$ cat src/rtl/sport_csr_pkg.sv
package sport_csr_pkg;

    localparam int DATA_W = 32;
    localparam int BAUD_W = 9;
    localparam int LVL_W  = 5;

    // word indices (byte offset / 4)
    localparam int W_CTRL  = 0;
    localparam int W_STAT  = 4;
    localparam int W_BUF   = 8;
    localparam int W_BAUD  = 12;
    localparam int W_CTRL2 = 16;

    // status bit positions
    localparam int B_RXEMPTY = 5;
    localparam int B_OVF     = 6;
    localparam int B_URUN    = 8;
    localparam int B_FRM     = 12;
    localparam int B_TXLVL   = 16;
    localparam int B_RXLVL   = 24;

    // control2 enable positions
    localparam int E_URUN = 10;
    localparam int E_OVF  = 11;
    localparam int E_FRM  = 12;

    typedef enum logic [2:0] {
        OP_NONE, OP_WRITE, OP_CLEAR, OP_SET, OP_TOGGLE
    } alias_op_e;

    typedef enum logic [2:0] {
        T_NONE, T_CTRL, T_STAT, T_CTRL2, T_BAUD, T_BUF
    } target_e;

    typedef struct packed {
        logic [DATA_W-1:0] ctrl;
        logic [DATA_W-1:0] ctrl2;
        logic [BAUD_W-1:0] baud;
        logic              ovf;
        logic              urun;
        logic              frm;
    } bank_t;

endpackage

$ cat src/rtl/sport_csr_decode.sv
module sport_csr_decode
    import sport_csr_pkg::*;
#(
    parameter int ADDR_W = 8
) (
    input  logic [ADDR_W-1:0] addr,
    output target_e           tgt,
    output alias_op_e         op
);
    logic [ADDR_W-3:0] word;
    alias_op_e         sub_op;

    assign word = addr[ADDR_W-1:2];

    always_comb begin
        case (word[1:0])
            2'd0:    sub_op = OP_WRITE;
            2'd1:    sub_op = OP_CLEAR;
            2'd2:    sub_op = OP_SET;
            default: sub_op = OP_TOGGLE;
        endcase
    end

    always_comb begin
        tgt = T_NONE;
        op  = OP_NONE;
        if ((int'(word) >> 2) == (W_CTRL >> 2)) begin
            tgt = T_CTRL;  op = sub_op;
        end else if ((int'(word) >> 2) == (W_STAT >> 2)) begin
            tgt = T_STAT;  op = sub_op;
        end else if ((int'(word) >> 2) == (W_CTRL2 >> 2)) begin
            tgt = T_CTRL2; op = sub_op;
        end else if (int'(word) == W_BUF) begin
            tgt = T_BUF;   op = OP_WRITE;
        end else if (int'(word) == W_BAUD) begin
            tgt = T_BAUD;  op = OP_WRITE;
        end
    end
endmodule

$ cat src/rtl/sport_csr_alias.sv
module sport_csr_alias
    import sport_csr_pkg::*;
#(
    parameter int W = 32
) (
    input  logic [W-1:0] cur,
    input  logic [W-1:0] wdata,
    input  alias_op_e    op,
    output logic [W-1:0] nxt
);
    always_comb begin
        case (op)
            OP_WRITE:  nxt = wdata;
            OP_CLEAR:  nxt = cur & ~wdata;
            OP_SET:    nxt = cur | wdata;
            OP_TOGGLE: nxt = cur ^ wdata;
            default:   nxt = cur;
        endcase
    end
endmodule

$ cat src/rtl/sport_csr_fault.sv
module sport_csr_fault #(
    parameter int N = 3
) (
    input  logic [N-1:0] flags,
    input  logic [N-1:0] enables,
    output logic         irq
);
    logic [N-1:0] hit;
    for (genvar i = 0; i < N; i++) begin : g_cause
        assign hit[i] = flags[i] & enables[i];
    end
    assign irq = |hit;
endmodule

$ cat src/rtl/sport_csr_bank.sv
module sport_csr_bank
    import sport_csr_pkg::*;
#(
    parameter int ADDR_W = 8
) (
    input  logic              clk,
    input  logic              rst_n,
    input  logic              wr_en,
    input  logic              rd_en,
    input  logic [ADDR_W-1:0] addr,
    input  logic [DATA_W-1:0] wdata,
    output logic [DATA_W-1:0] rdata,
    input  logic [LVL_W-1:0]  tx_level,
    input  logic [LVL_W-1:0]  rx_level,
    input  logic              rx_empty,
    input  logic              ovf_evt,
    input  logic              urun_evt,
    input  logic              frm_evt,
    output logic              tx_push,
    output logic [DATA_W-1:0] tx_wdata,
    output logic              rx_pop,
    input  logic [DATA_W-1:0] rx_rdata,
    output logic [DATA_W-1:0] ctrl_o,
    output logic [DATA_W-1:0] ctrl2_o,
    output logic [BAUD_W-1:0] baud_o,
    output logic              fault_irq
);
    target_e           tgt;
    alias_op_e         op;
    bank_t             st_d, st_q;
    logic [DATA_W-1:0] ctrl_nxt, ctrl2_nxt, stat_view;
    logic              clr_ovf, clr_urun, clr_frm;

    sport_csr_decode #(.ADDR_W(ADDR_W)) u_dec (.addr(addr), .tgt(tgt), .op(op));

    sport_csr_alias #(.W(DATA_W)) u_ctrl (
        .cur(st_q.ctrl), .wdata(wdata), .op(op), .nxt(ctrl_nxt));
    sport_csr_alias #(.W(DATA_W)) u_ctrl2 (
        .cur(st_q.ctrl2), .wdata(wdata), .op(op), .nxt(ctrl2_nxt));

    sport_csr_fault #(.N(3)) u_fault (
        .flags  ({st_q.frm, st_q.ovf, st_q.urun}),
        .enables({st_q.ctrl2[E_FRM], st_q.ctrl2[E_OVF], st_q.ctrl2[E_URUN]}),
        .irq    (fault_irq));

    // only the clear alias reaches the sticky flags
    always_comb begin
        clr_ovf  = 1'b0;
        clr_urun = 1'b0;
        clr_frm  = 1'b0;
        if (wr_en && tgt == T_STAT && op == OP_CLEAR) begin
            clr_ovf  = wdata[B_OVF];
            clr_urun = wdata[B_URUN];
            clr_frm  = wdata[B_FRM];
        end
    end

    always_comb begin
        st_d = st_q;
        if (wr_en && tgt == T_CTRL)  st_d.ctrl  = ctrl_nxt;
        if (wr_en && tgt == T_CTRL2) st_d.ctrl2 = ctrl2_nxt;
        if (wr_en && tgt == T_BAUD)  st_d.baud  = wdata[BAUD_W-1:0];
        // a hardware event outranks a simultaneous software clear
        st_d.ovf  = (st_q.ovf  & ~clr_ovf)  | ovf_evt;
        st_d.urun = (st_q.urun & ~clr_urun) | urun_evt;
        st_d.frm  = (st_q.frm  & ~clr_frm)  | frm_evt;
    end

    always_ff @(posedge clk or negedge rst_n) begin
        if (!rst_n) st_q <= '0;
        else        st_q <= st_d;
    end

    always_comb begin
        stat_view                        = '0;
        stat_view[B_RXEMPTY]             = rx_empty;
        stat_view[B_OVF]                 = st_q.ovf;
        stat_view[B_URUN]                = st_q.urun;
        stat_view[B_FRM]                 = st_q.frm;
        stat_view[B_TXLVL +: LVL_W]      = tx_level;
        stat_view[B_RXLVL +: LVL_W]      = rx_level;
    end

    always_comb begin
        case (tgt)
            T_CTRL:  rdata = st_q.ctrl;
            T_STAT:  rdata = stat_view;
            T_CTRL2: rdata = st_q.ctrl2;
            T_BAUD:  rdata = {{(DATA_W-BAUD_W){1'b0}}, st_q.baud};
            T_BUF:   rdata = rx_rdata;
            default: rdata = '0;
        endcase
    end

    assign tx_push  = wr_en && tgt == T_BUF;
    assign tx_wdata = wdata;
    assign rx_pop   = rd_en && tgt == T_BUF;
    assign ctrl_o   = st_q.ctrl;
    assign ctrl2_o  = st_q.ctrl2;
    assign baud_o   = st_q.baud;

    // cleared bits are zero after a clear-alias write
    p_ctrl_clear_r3: assert property (@(posedge clk) disable iff (!rst_n)
        (wr_en && tgt == T_CTRL && op == OP_CLEAR) |=> ((ctrl_o & $past(wdata)) == '0));

    // set bits are one after a set-alias write
    p_ctrl_set_r4: assert property (@(posedge clk) disable iff (!rst_n)
        (wr_en && tgt == T_CTRL && op == OP_SET) |=> ((ctrl_o & $past(wdata)) == $past(wdata)));

    // baud keeps the low field of the written word
    p_baud_load_r7: assert property (@(posedge clk) disable iff (!rst_n)
        (wr_en && tgt == T_BAUD) |=> (baud_o == $past(wdata[BAUD_W-1:0])));

    // an event always leaves its flag set
    p_evt_sets_r10: assert property (@(posedge clk) disable iff (!rst_n)
        (ovf_evt || urun_evt || frm_evt) |=>
        ((!$past(ovf_evt) || st_q.ovf) && (!$past(urun_evt) || st_q.urun) &&
         (!$past(frm_evt) || st_q.frm)));

    // interrupt needs at least one sticky flag
    p_irq_needs_flag_r11: assert property (@(posedge clk) disable iff (!rst_n)
        fault_irq |-> (st_q.ovf || st_q.urun || st_q.frm));

    // reserved writes change no register
    p_reserved_quiet_r12: assert property (@(posedge clk) disable iff (!rst_n)
        (wr_en && tgt == T_NONE) |=> ($stable(ctrl_o) && $stable(ctrl2_o) && $stable(baud_o)));
endmodule

$ cat config.mk
export PLATFORM = sky130hd
export DESIGN_NAME = sport_csr_bank
export DESIGN_NICKNAME = d
export VERILOG_FILES = /design/src/rtl/sport_csr_pkg.sv /design/src/rtl/sport_csr_decode.sv /design/src/rtl/sport_csr_alias.sv /design/src/rtl/sport_csr_fault.sv /design/src/rtl/sport_csr_bank.sv
export SDC_FILE = /design/constraint.sdc
export NUM_CORES = 1
export LEC_CHECK = 0
export BUFFER_PORTS_ARGS = -buffer_cell sky130_fd_sc_hd__buf_2
export CORE_ASPECT_RATIO = 1.4
export CORE_MARGIN = 5
export CORE_UTILIZATION = 55
export CTS_BUF_LIST = sky130_fd_sc_hd__clkbuf_4
export DETAILED_ROUTE_END_ITERATION = 10
export GPL_TIMING_DRIVEN = 0
export PLACE_DENSITY = 0.8
export SYNTH_ARGS = -nofsm -noshare
export SYNTH_HDL_FRONTEND = slang
export SYNTH_SLANG_ARGS = --single-unit
$ cat constraint.sdc
create_clock -name clk -period 2.4 [get_ports clk]
set_clock_uncertainty 0.15 [all_clocks]
set_input_delay 0.24 -clock clk [delete_from_list [all_inputs] [get_ports clk]]
set_output_delay 0.24 -clock clk [all_outputs]
set_load 0.01 [all_outputs]
==> metrics.md, run 1 <==
| Metric | Value |
|---|---|
| Pwr dens | `493 nW/µm²` |
| R2R Setup Slk | `0.83 ns` |
| Layout cells sized above 1 | `33.9%` |
| DR vias | `8,538` |
| Synth-to-Final Area Change | `21.5%` |
| H-tree Lvls | `3` |
| Total power | `4950 µW` |
| Final period util | `97.5%` |
| Die W | `114 µm` |
| Critical path capture point type | `flip-flop` |
| Worst Hold Class | `primary input to flip-flop` |
| TritonCTS clock tree | `yes` |
| Core area | `14,900 µm²` |
| CP max FO | `10` |
| Synth Area per Inst | `8.68 µm²` |
| Die H | `155 µm` |
| Synth area leaders | `dfrtp_1 (23%), ha_1 (20%), buf_4 (9.9%)` |
| Most used DFF post-synth | `dfrtp_1` |
| DP Wirelength | `20,300 µm` |
| Leak pwr | `0.00523 µW` |
| Num ports | `230` |
| Syn Nets | `1,173` |
| Drt pass-1 iters | `10` |
| GRT overflow | `0` |
| DRT Wirelength | `27,900 µm` |
| CTS root buffer | `clkbuf_4` |
| Syn Std Cell Area | `8270 µm²` |
| Final setup vio count | `0` |
| Row count | `53` |
| Initial antenna violation count | `5` |
| R2r worst-path depth | `4` |
| First-pass GRT wire length | `43,600 µm` |
| RR Endpoint | `ctrl_o[9]` |
| Seq/Total Area, Yosys | `23.0%` |
| Number of synthesized flops with an enable pin | `0` |
| Netlist cell types | `48` |
| Starting density of the core | `55.4%` |
| Tmin final | `2.34 ns` |
| Port Buffers | `225` |
| Gr usage total | `31.2%` |
| Cells after Synth | `952` |
| Total CTS buffers | `9` |
| Yosys Warn Count | `0` |
| Rel. slew slack | `45.8%` |
| Cell taking the most area after synthesis | `dfrtp_1` |
| Crit path from | `addr[2]` |
| WP data arrival | `2.54 ns` |
| Status | `finished, violations left` |
| Routed vias/inst | `6.08` |
| Max_cap viols | `0` |
| Final Max Slew Viols | `0` |
| Antenna Violating Nets Remaining | `0` |
| Nets | `1,425` |
| Die area | `17,600 µm²` |
| Top-area cell type share of the netlist area | `23.0%` |
| Setup crit end | `ctrl_o[26]` |
| Hold Fails Final Rpt | `0` |
| DRC | `1` |
| RR Startpoint | `ctrl_o[9]` |
| Critical Path Source Type | `primary input` |
| Number of global-route vias before repair | `8,370` |
| Clk Latency, worst-skew pair | `0.46 ns` |
| Clock sink total | `76` |
| Post-detailed-route wirelength per cell | `19.9 µm` |
| 1st-iter DRT viols | `869` |
| Fmax | `0.427 GHz` |
| Failing checks | `DRC` |
| Seq cells post-synth | `76` |
| CP Class | `primary input to flip-flop` |
| Final Wtd Congestion | `0.955` |
| Setup TNS | `0 ns` |
| Worst-margin pin slew | `0.813 ns` |
| Required time of the critical path | `2.60 ns` |
| Peak supply drop | `0.307 mV` |
| Fraction of registers with async set/reset | `100%` |
| Largest net degree at the start of global routing | `47` |
| Clock transition at path regs | `0.13 ns` |
| Clock tree buffer depth | `2` |
-- critical path: stages --
cell and delay, ns:
buf_2 0.12, inv_1 0.08, ha_1 0.16, nor2b_1 0.23, o211a_1 0.16, buf_2 0.15
buf_2 0.27, clkbuf_1 0.61, a211oi_1 0.19, o32a_1 0.32
-- cells in the mapped netlist, drive strengths merged (2+ instances only) --
library cell and number:
o32a 38, a21oi 27, a21o 42, ha 131
nand2 57, a31oi 5, a221o 3, buf 126
a211oi 30, o21ai 37, a31o 2, o21a 2
o31ai 9, clkbuf 46, nor2 33, nor3b 2
a32oi 26, a22oi 6, a222oi 24, nor3 43
inv 112, and2 3, o2111ai 3, nand3 11
o211ai 24, or3 8, mux2i 9, mux2 9
dfrtp 76
-- worst min-delay path by stage --
stage             endpoint  slack, ns  startpoint  cells after the start
2_1_floorplan    baud_o[0]      -0.21       rst_n                      0
3_3_place_gp       st_q[0]       0.27     frm_evt                      2
3_5_place_dp    ctrl_o[17]       0.07       rst_n                      1
4_1_cts         ctrl_o[20]       0.06   wdata[20]                      3
5_1_grt         ctrl_o[10]       0.10   wdata[10]                      3
6_report       ctrl2_o[20]       0.06   wdata[20]                      3
-- state kept, by name (all words and copies together), names as in the netlist --
| name | count |
|---|---|
| ctrl2_o | 32 |
| ctrl_o | 32 |
| baud_o | 9 |
| st_q | 3 |
-- power breakdown --
part           switching [µW]  leakage [µW]  internal, µW  total (µW)
Clock                     506     0.0000932           515        1020
Sequential                353      0.000893          1520        1880
Combinational            1010       0.00424          1050        2050
-- per-stage QoR --
stage / setup WS [ns] / std cells / hold slack (ns) / util [%] / cell area, µm²
floorplan: 0.346 / 952 / -0.206 / - / 8270
global placement: -0.831 / 1369 / 0.270 / 64.6 / 9630
detailed placement: -0.918 / 1370 / 0.0705 / 64.8 / 9660
CTS: -0.0868 / 1400 / 0.0586 / 67.1 / 10000
global route: -0.0423 / 1404 / 0.103 / 67.3 / 10000
finish: 0.0608 / 1404 / 0.0589 / 67.3 / 10000
-- layer usage --
layer  global-route usage, %  share of wire, %  vias to the layer above
met5                       0             0.047                        -
met4                    17.9               4.8                        2
met3                    5.99                10                      111
met2                    52.7                49                      535
met1                    36.6                36                     4048
li1                        -                 -                     3842
-- placed cells by master, fill, tap and decap left out, types with 3 or more instances in the layout --
| master | Yosys | routed |
|---|---|---|
| o2111ai_1 | 3 | 3 |
| o32a_1 | 38 | 38 |
| nand3_1 | 11 | 11 |
| mux2i_1 | 9 | 9 |
| o31ai_1 | 9 | 9 |
| nor3_2 | 10 | 10 |
| bufinv_16 | 0 | 3 |
| ha_1 | 131 | 131 |
| a32oi_1 | 26 | 26 |
| a222oi_1 | 24 | 24 |
| o21ai_0 | 36 | 36 |
| mux2_2 | 9 | 9 |
| diode_2 | 0 | 4 |
| and2_1 | 3 | 3 |
| clkbuf_2 | 0 | 10 |
| buf_6 | 7 | 8 |
| a21o_1 | 42 | 42 |
| buf_4 | 109 | 111 |
| a21oi_1 | 27 | 27 |
| dfrtp_1 | 76 | 76 |
| nor3_1 | 33 | 33 |
| nand2_1 | 56 | 56 |
| a31oi_1 | 3 | 3 |
| or3_1 | 8 | 8 |
| clkbuf_1 | 46 | 35 |
| a211oi_1 | 30 | 30 |
| a22oi_1 | 6 | 6 |
| buf_2 | 8 | 231 |
| nor2_1 | 32 | 31 |
| clkbuf_4 | 0 | 10 |
| dlygate4sd3_1 | 0 | 14 |
| inv_1 | 112 | 112 |
| a221o_1 | 3 | 3 |
| o211ai_1 | 23 | 23 |
-- final cells by class --
cell class	instances	area, µm²
fillers	1301	4880
flip-flops and latches	76	1900
multi-input cells	592	4840
plain buffers	172	1150
well taps	192	240
clock buffers	9	67.6
diodes	4	10.0
repair buffers	241	1300
inverters	112	420
clock inverters	6	104
-- kinds of logic (layout without fill, tap and decap cells) --
kind of cell | Yosys count | count (layout) | synth area share [%]
adder cells (fa/ha/maj) | 131 | 131 | 19.8
AO/OA/AOI/OAI | 280 | 280 | 26.4
multiplexers | 18 | 18 | 2.32
buffers and inverters | 284 | 540 | 18.7
flip-flops | 76 | 76 | 23.0
other | 0 | 4 | 0
AND/OR/NAND/NOR | 163 | 163 | 9.73
-- timing repair --
item / CTS / global route
pin swaps: 1 / 0
cloned: 0 / 0
setup endpoints to repair: 34 / 32
buffers inserted: 1 / 0
hold buffers: 14 / 0
endpoints found under the hold margin: 88 / 0
gates resized for setup: 10 / 17
Power figures use the tool's default switching activity.
==> run 2, diff against run 1 <==
==> constraint.sdc (replaced) <==
create_clock -name clk -period 2.4 [get_ports clk]
set_clock_uncertainty 0.15 [all_clocks]
set_input_delay 0.24 -clock clk [delete_from_list [all_inputs] [get_ports clk]]
set_output_delay 0.24 -clock clk [all_outputs]
set_load 0.1 [all_outputs]
==> metrics.md, run 2 (synthesized netlist as in run 1, its figures left out) <==
| Metric | Value |
|---|---|
| First-pass GRT wire length | `42,800 µm (-1.8%)` |
| Clock sink total | `76 (unchanged)` |
| Final Wtd Congestion | `0.904 (-5.4%)` |
| DRC | `0 (-1)` |
| Unrepaired setup endpoints after global routing | `true` |
| Leak pwr | `0.00522 µW (-0.17%)` |
| CTS root buffer | `clkbuf_4` |
| Fmax | `0.422 GHz (-1.3%)` |
| Worst Hold Class | `primary input to asynchronous set/reset pin` |
| Num ports | `230 (unchanged)` |
| Largest net degree at the start of global routing | `56 (+19%)` |
| Critical Path Source Type | `primary input` |
| Drt pass-1 iters | `6 (-4)` |
| GRT overflow | `0 (unchanged)` |
| DP Wirelength | `20,200 µm (-0.68%)` |
| Row count | `53 (unchanged)` |
| CP max FO | `10 (unchanged)` |
| Clk Latency, worst-skew pair | `0.46 ns (about the same)` |
| Status | `finished clean` |
| Power share of the sequential group | `26.4% (-12 points)` |
| CP Class | `primary input to output port` |
| Nets | `1,425 (unchanged)` |
| TritonCTS clock tree | `yes` |
| R2r worst-path depth | `4 (unchanged)` |
| Psw | `4060 µW (+120%)` |
| Tmin final | `2.37 ns (+0.0310 ns)` |
| Cell area after layout | `10,200 µm² (+1.6%)` |
| Pwr dens | `694 nW/µm² (+41%)` |
| Clock transition at path regs | `0.15 ns (+0.02 ns)` |
| Place WS | `-1.10 ns (-0.185 ns)` |
| Layout cells sized above 1 | `36.3% (+2.5 points)` |
| Commonest non-fill, non-tap cell in the layout | `buf_2` |
| Total CTS buffers | `9 (unchanged)` |
| Starting density of the core | `55.4% (unchanged)` |
| Clock tree buffer depth | `2 (unchanged)` |
| DR vias | `8,408 (-1.5%)` |
| Worst-margin pin slew | `0.723 ns (-0.0901 ns)` |
| Final period util | `98.8% (+1.3 points)` |
| Comb pwr share | `60.0% (+19 points)` |
| H-tree Lvls | `3 (unchanged)` |
| Total placed instance area | `9720 µm² (+0.56%)` |
| Finished Layout Cells | `1,405 (+0.071%)` |
| Core area | `14,900 µm² (unchanged)` |
| WP data arrival | `1.98 ns (-0.56 ns)` |
| Placed Cells | `1,370 (unchanged)` |
| Antenna Violating Nets Remaining | `0 (unchanged)` |
| Routed vias/inst | `5.98 (-1.6%)` |
| Total power | `7090 µW (+43%)` |
| Hold Fails Final Rpt | `0 (unchanged)` |
| Final setup vio count | `0 (unchanged)` |
| Max_cap viols | `0 (unchanged)` |
| Gr usage total | `30.7% (-0.49 points)` |
| Critical path capture point type | `output port` |
| Post-detailed-route wirelength per cell | `19.8 µm (-0.28%)` |
| Clock power share | `13.6% (-7.0 points)` |
| Commonest non-fill, non-tap cells in the layout | `buf_2 (199), buf_4 (138), ha_1 (131)` |
| Fin util | `68.4% (+1.1 points)` |
| P_int | `3020 µW (-2.0%)` |
| Rel. slew slack | `51.8% (+6.0 points)` |
| 1st-iter DRT viols | `666 (-23%)` |
| Switching Share | `57.3% (+20 points)` |
| Synth-to-Final Area Change | `23.5%` |
| Initial antenna violation count | `4 (-1)` |
| DRT Wirelength | `27,900 µm (-0.20%)` |
| Required time of the critical path | `2.01 ns (-0.59 ns)` |
| Peak supply drop | `0.507 mV (+65%)` |
| Number of global-route vias before repair | `8,199 (-2.0%)` |
| Number of fill cells in the layout | `1,279 (-1.7%)` |
| Die area | `17,600 µm² (unchanged)` |
| Port Buffers | `225 (unchanged)` |
| Final Max Slew Viols | `0 (unchanged)` |
| Die W | `114 µm (unchanged)` |
| Die H | `155 µm (unchanged)` |
| Final worst slack | `0.0298 ns (-0.0310 ns)` |
run 2: cell types whose count changed in the layout (fill, tap and decap cells not counted), moves of 3 or more:
cell,delta
buf_4,+27
buf_6,+3
inv_2,+7
clkbuf_2,-7
clkbuf_4,+9
buf_2,-32
inv_1,-7
nand2_1,-11
nand2_2,+11
o21ai_2,+6
o21ai_0,-6
run 2: power by group through the flow:
stage	clock (µW)	combinational, µW	sequential, µW
floorplan	0	3560	1780
detailed placement	0	4190	1880
finish	965	4250	1870
global placement	0	4120	1880
CTS	969	4240	1860
global route	1020	4480	1910
run 2: what timing repair did:
item / 4_1_cts / 5_1_grt
hold buffers: 14 / 0
hold endpoints to repair: 88 / 0
pin swaps: 1 / 6
gates resized for setup: 45 / 28
setup buffers: 1 / 0
endpoints found under the setup margin: 34 / 38
run 2: layer usage:
layer	global-route usage (%)	vias to the layer above	wire length [µm]
li1	-	3841	-
met1	36.7	3971	10300
met2	51.6	497	13700
met3	5.64	99	2630
met4	16.9	0	1190
met5	0	-	0
run 2: worst max-delay path, stage by stage:
cell	delay (ns)
buf_2	0.17
nor4_2	0.53
clkbuf_4	0.39
nand2_1	0.07
o21ai_0	0.11
a221o_2	0.17
buf_4	0.29
run 2: layout make-up:
| class | count | area (µm²) | share of cell area (%) |
|---|---|---|---|
| antenna | 4 | 10.0 | 0.0981 |
| buffer | 172 | 1160 | 11.4 |
| clock buffer | 9 | 67.6 | 0.662 |
| clock inverter | 7 | 97.6 | 0.956 |
| inverter | 112 | 420 | 4.12 |
| multi-input combinational | 592 | 4910 | 48.1 |
| sequential | 76 | 1900 | 18.6 |
| tap | 192 | 240 | 2.35 |
| timing repair buffer | 241 | 1400 | 13.7 |
run 2: per-stage QoR:
stage	TNS (ns)	hold slack, ns
finish	0	0.0488
CTS	-0.0117	0.0455
global placement	-34.24	0.271
global route	-0.00921	0.0645
detailed placement	-35.29	0.0164
floorplan	0	-0.206
run 2: path summary, 6_finish.rpt:
path | from | end | slack [ns]
max | addr[5] | rdata[8] | 0.03
min | rst_n | ctrl2_o[13] | 0.05
max reg2reg | ctrl_o[9] | ctrl_o[9] | 0.84
min reg2reg | st_q[0] | st_q[0] | 0.38
max in group asynchronous | rst_n | ctrl2_o[25] | 1.46
min in group clk | wdata[10] | ctrl_o[10] | 0.05
==> run 3, diff against run 2 <==
--- a/config.mk
+++ b/config.mk
@@ -8,11 +8,12 @@
 export BUFFER_PORTS_ARGS = -buffer_cell sky130_fd_sc_hd__buf_2
 export CORE_ASPECT_RATIO = 1.4
 export CORE_MARGIN = 5
-export CORE_UTILIZATION = 55
+export CORE_UTILIZATION = 58
 export CTS_BUF_LIST = sky130_fd_sc_hd__clkbuf_4
 export DETAILED_ROUTE_END_ITERATION = 10
 export GPL_TIMING_DRIVEN = 0
-export PLACE_DENSITY = 0.8
+export PLACE_DENSITY = 0.81
 export SYNTH_ARGS = -nofsm -noshare
 export SYNTH_HDL_FRONTEND = slang
+export SYNTH_HIERARCHICAL = 1
 export SYNTH_SLANG_ARGS = --single-unit
==> metrics.md, run 3 <==
| Metric | Value |
|---|---|
| Total CTS buffers | `9 (unchanged)` |
| DRC | `0 (unchanged)` |
| Die area | `20,900 µm² (+19%)` |
| Syn Nets | `1,406 (+20%)` |
| Critical path capture point type | `output port` |
| Setup TNS | `-0.128 ns (-0.128 ns)` |
| Synth-to-Final Area Change | `25.6%` |
| Final worst slack | `-0.0446 ns (-0.0744 ns)` |
| Setup crit end | `rdata[18]` |
| Tmin final | `2.44 ns (+0.0744 ns)` |
| Most frequent cell after synthesis | `inv_1` |
| Finished Layout Cells | `1,697 (+21%)` |
| Number of synthesized flops with an enable pin | `0 (unchanged)` |
| Unrepaired setup endpoints after global routing | `true` |
| Crit path from | `addr[4]` |
| WP data arrival | `2.05 ns (+0.07 ns)` |
| DP Wirelength | `27,400 µm (+36%)` |
| Hold Fails Final Rpt | `0 (unchanged)` |
| Pwr dens | `756 nW/µm² (+9.0%)` |
| Total placed instance area | `12,100 µm² (+25%)` |
| Layout cells sized above 1 | `39.6% (+3.3 points)` |
| Nets | `1,672 (+17%)` |
| Seq/Total Area, Yosys | `18.1% (-4.9 points)` |
| Worst-margin pin slew | `0.671 ns (-0.0516 ns)` |
| Failing checks | `setup timing` |
| Largest net degree at the start of global routing | `52 (-7.1%)` |
| DR vias | `10,600 (+26%)` |
| R2R Setup Slk | `0.48 ns (-0.36 ns)` |
| Cell area after layout | `13,200 µm² (+29%)` |
| Synth Area per Inst | `8.86 µm² (+2.0%)` |
| Yosys Warn Count | `6 (+6)` |
| CTS root buffer | `clkbuf_4` |
| Final period util | `102% (+3.1 points)` |
| Clock transition at path regs | `0.14 ns (about the same)` |
| Rel. slew slack | `54.7% (+2.8 points)` |
| Final Max Slew Viols | `0 (unchanged)` |
| Fraction of registers with async set/reset | `100% (unchanged)` |
| Post-detailed-route wirelength per cell | `22.6 µm (+14%)` |
| R2r worst-path depth | `5 (+1)` |
| Fin util | `73.5% (+5.1 points)` |
| M1 wire length | `13,700 µm (+33%)` |
| Peak supply drop | `1.20 mV (+140%)` |
| DRT Wirelength | `38,400 µm (+38%)` |
| Fmax | `0.409 GHz (-3.0%)` |
| Die H | `169 µm (+9.1%)` |
| Port Buffers | `227 (+0.89%)` |
| Leak pwr | `0.00641 µW (+23%)` |
| Metal3 WL | `3610 µm (+37%)` |
| RR Endpoint | `ctrl_o[23]` |
| Critical Path Source Type | `primary input` |
| 1st-iter DRT viols | `1,011 (+52%)` |
| Drt pass-1 iters | `5 (-1)` |
| Worst Hold Launch | `wdata[8]` |
| Num ports | `230 (unchanged)` |
| Core area | `17,900 µm² (+20%)` |
| Number of fill cells in the layout | `1,365 (+6.7%)` |
| First-pass GRT wire length | `57,200 µm (+34%)` |
| Starting density of the core | `58.6% (+3.2 points)` |
| Final setup vio count | `7 (+7)` |
| WHS | `0.0183 ns (-0.0305 ns)` |
| Leading cell types by count after synthesis | `inv_1 (132), ha_1 (131), nand3b_1 (128)` |
| DR top layer | `met4` |
| Number of global-route vias before repair | `10,400 (+27%)` |
| Clk Latency, worst-skew pair | `0.47 ns (about the same)` |
| GRT overflow | `0 (unchanged)` |
| Commonest non-fill, non-tap cell in the layout | `buf_2` |
| Commonest non-fill, non-tap cells in the layout | `buf_2 (227), buf_4 (139), inv_1 (130), ha_1 (130), nand3b_1 (128)` |
| Final Wtd Congestion | `0.955 (+5.6%)` |
| Row count | `58 (+9.4%)` |
| Syn Std Cell Area | `10,500 µm² (+27%)` |
| CP Class | `primary input to output port` |
| Routed vias/inst | `6.24 (+4.3%)` |
| Top-area cell type share of the netlist area | `18.1% (-4.9 points)` |
| Clock sink total | `76 (unchanged)` |
| H-tree Lvls | `3 (unchanged)` |
| Gr usage total | `35.2% (+4.5 points)` |
| Synth area leaders | `dfrtp_1 (18%), ha_1 (16%), nand3b_1 (9.2%)` |
| RR Startpoint | `ctrl_o[23]` |
| Cell taking the most area after synthesis | `dfrtp_1` |
| Status | `finished, violations left` |
| Seq cells post-synth | `76 (unchanged)` |
| Required time of the critical path | `2.01 ns (about the same)` |
| Netlist cell types | `49 (+2.1%)` |
| TritonCTS clock tree | `yes` |
| Max_cap viols | `0 (unchanged)` |
| Met2 Wirelength | `17,900 µm (+31%)` |
| Most used DFF post-synth | `dfrtp_1` |
| Cells after Synth | `1,185 (+24%)` |
| Placed Cells | `1,653 (+21%)` |
| CP max FO | `7 (-3)` |
| Initial antenna violation count | `1 (-3)` |
| Worst Hold Class | `primary input to flip-flop` |
| Clock tree buffer depth | `2 (unchanged)` |
| Antenna Violating Nets Remaining | `0 (unchanged)` |
| Die W | `124 µm (+8.9%)` |
## run 3: per-stage QoR
| stage | worst slack, ns | total power (µW) |
|---|---|---|
| after floorplan | -0.255 | 7390 |
| after global placement | -0.689 | 8540 |
| after detailed placement | -0.723 | 8650 |
| after CTS | -0.0568 | 9820 |
| after global routing | -0.0577 | 10400 |
| final | -0.0446 | 9970 |
## run 3: worst min-delay path by stage
| stage | cells after the start | endpoint | slack, ns |
|---|---|---|---|
| after CTS | 3 | st_q[1] | 0.002 |
| final | 3 | st_q[1] | 0.02 |
| after global routing | 3 | st_q[1] | 0.02 |
| after global placement | 2 | st_q[0] | 0.27 |
| after floorplan | 0 | baud_o[0] | -0.21 |
| after detailed placement | 1 | ctrl_o[21] | 0.05 |
## run 3: critical path: stages
cell     delay [ns]
buf_12         0.11
xnor2_4        0.13
nor3_2         0.17
buf_4          0.19
buf_12         0.13
buf_12         0.12
buf_12         0.12
mux2i_1        0.22
nor2_1         0.08
a221o_2        0.36
buf_12         0.18
## run 3: routing by layer
metal	GRT usage (%)	up-vias
li1	-	4613
met1	40.7	5088
met2	57.4	716
met3	6.97	172
met4	24.9	0
met5	0	-
## run 3: report_power, final
part           leakage, µW  switching, µW  internal (µW)  total, µW
clock            0.0000915            549            459       1010
combinational      0.00534           4630           2020       6650
sequential        0.000984            703           1610       2310
total              0.00641           5880           4090       9970
## run 3: repair_timing
item	CTS	global route
setup endpoints to repair	34	43
hold buffers	9	0
setup buffers	13	6
resized for setup	119	58
endpoints found under the hold margin	84	0
cloned	1	1
pin swaps	13	17
## run 3: layout make-up
cell class                      count  area [µm²]  area share, %
Antenna cell                        1        2.50         0.0190
Buffer                            197        1420           10.8
Clock buffer                       12        90.1          0.683
Clock inverter                      4        73.8          0.560
Inverter                          132         503           3.82
Multi-Input combinational cell    777        7090           53.8
Sequential cell                    76        1900           14.4
Tap cell                          240         300           2.28
Timing Repair Buffer              258        1810           13.7
## run 3: cells by family (layout without fill, tap and decap cells)
group,Yosys count,count (layout),share of synthesized area [%]
multiplexers,114,114,11.7
AO/OA/AOI/OAI,240,240,17.2
XOR/XNOR,3,3,0.393
AND/OR/NAND/NOR,289,289,19.4
adder cells (fa/ha/maj),131,131,15.6
buffers and inverters,332,603,17.6
flip-flops,76,76,18.1
other,0,1,0
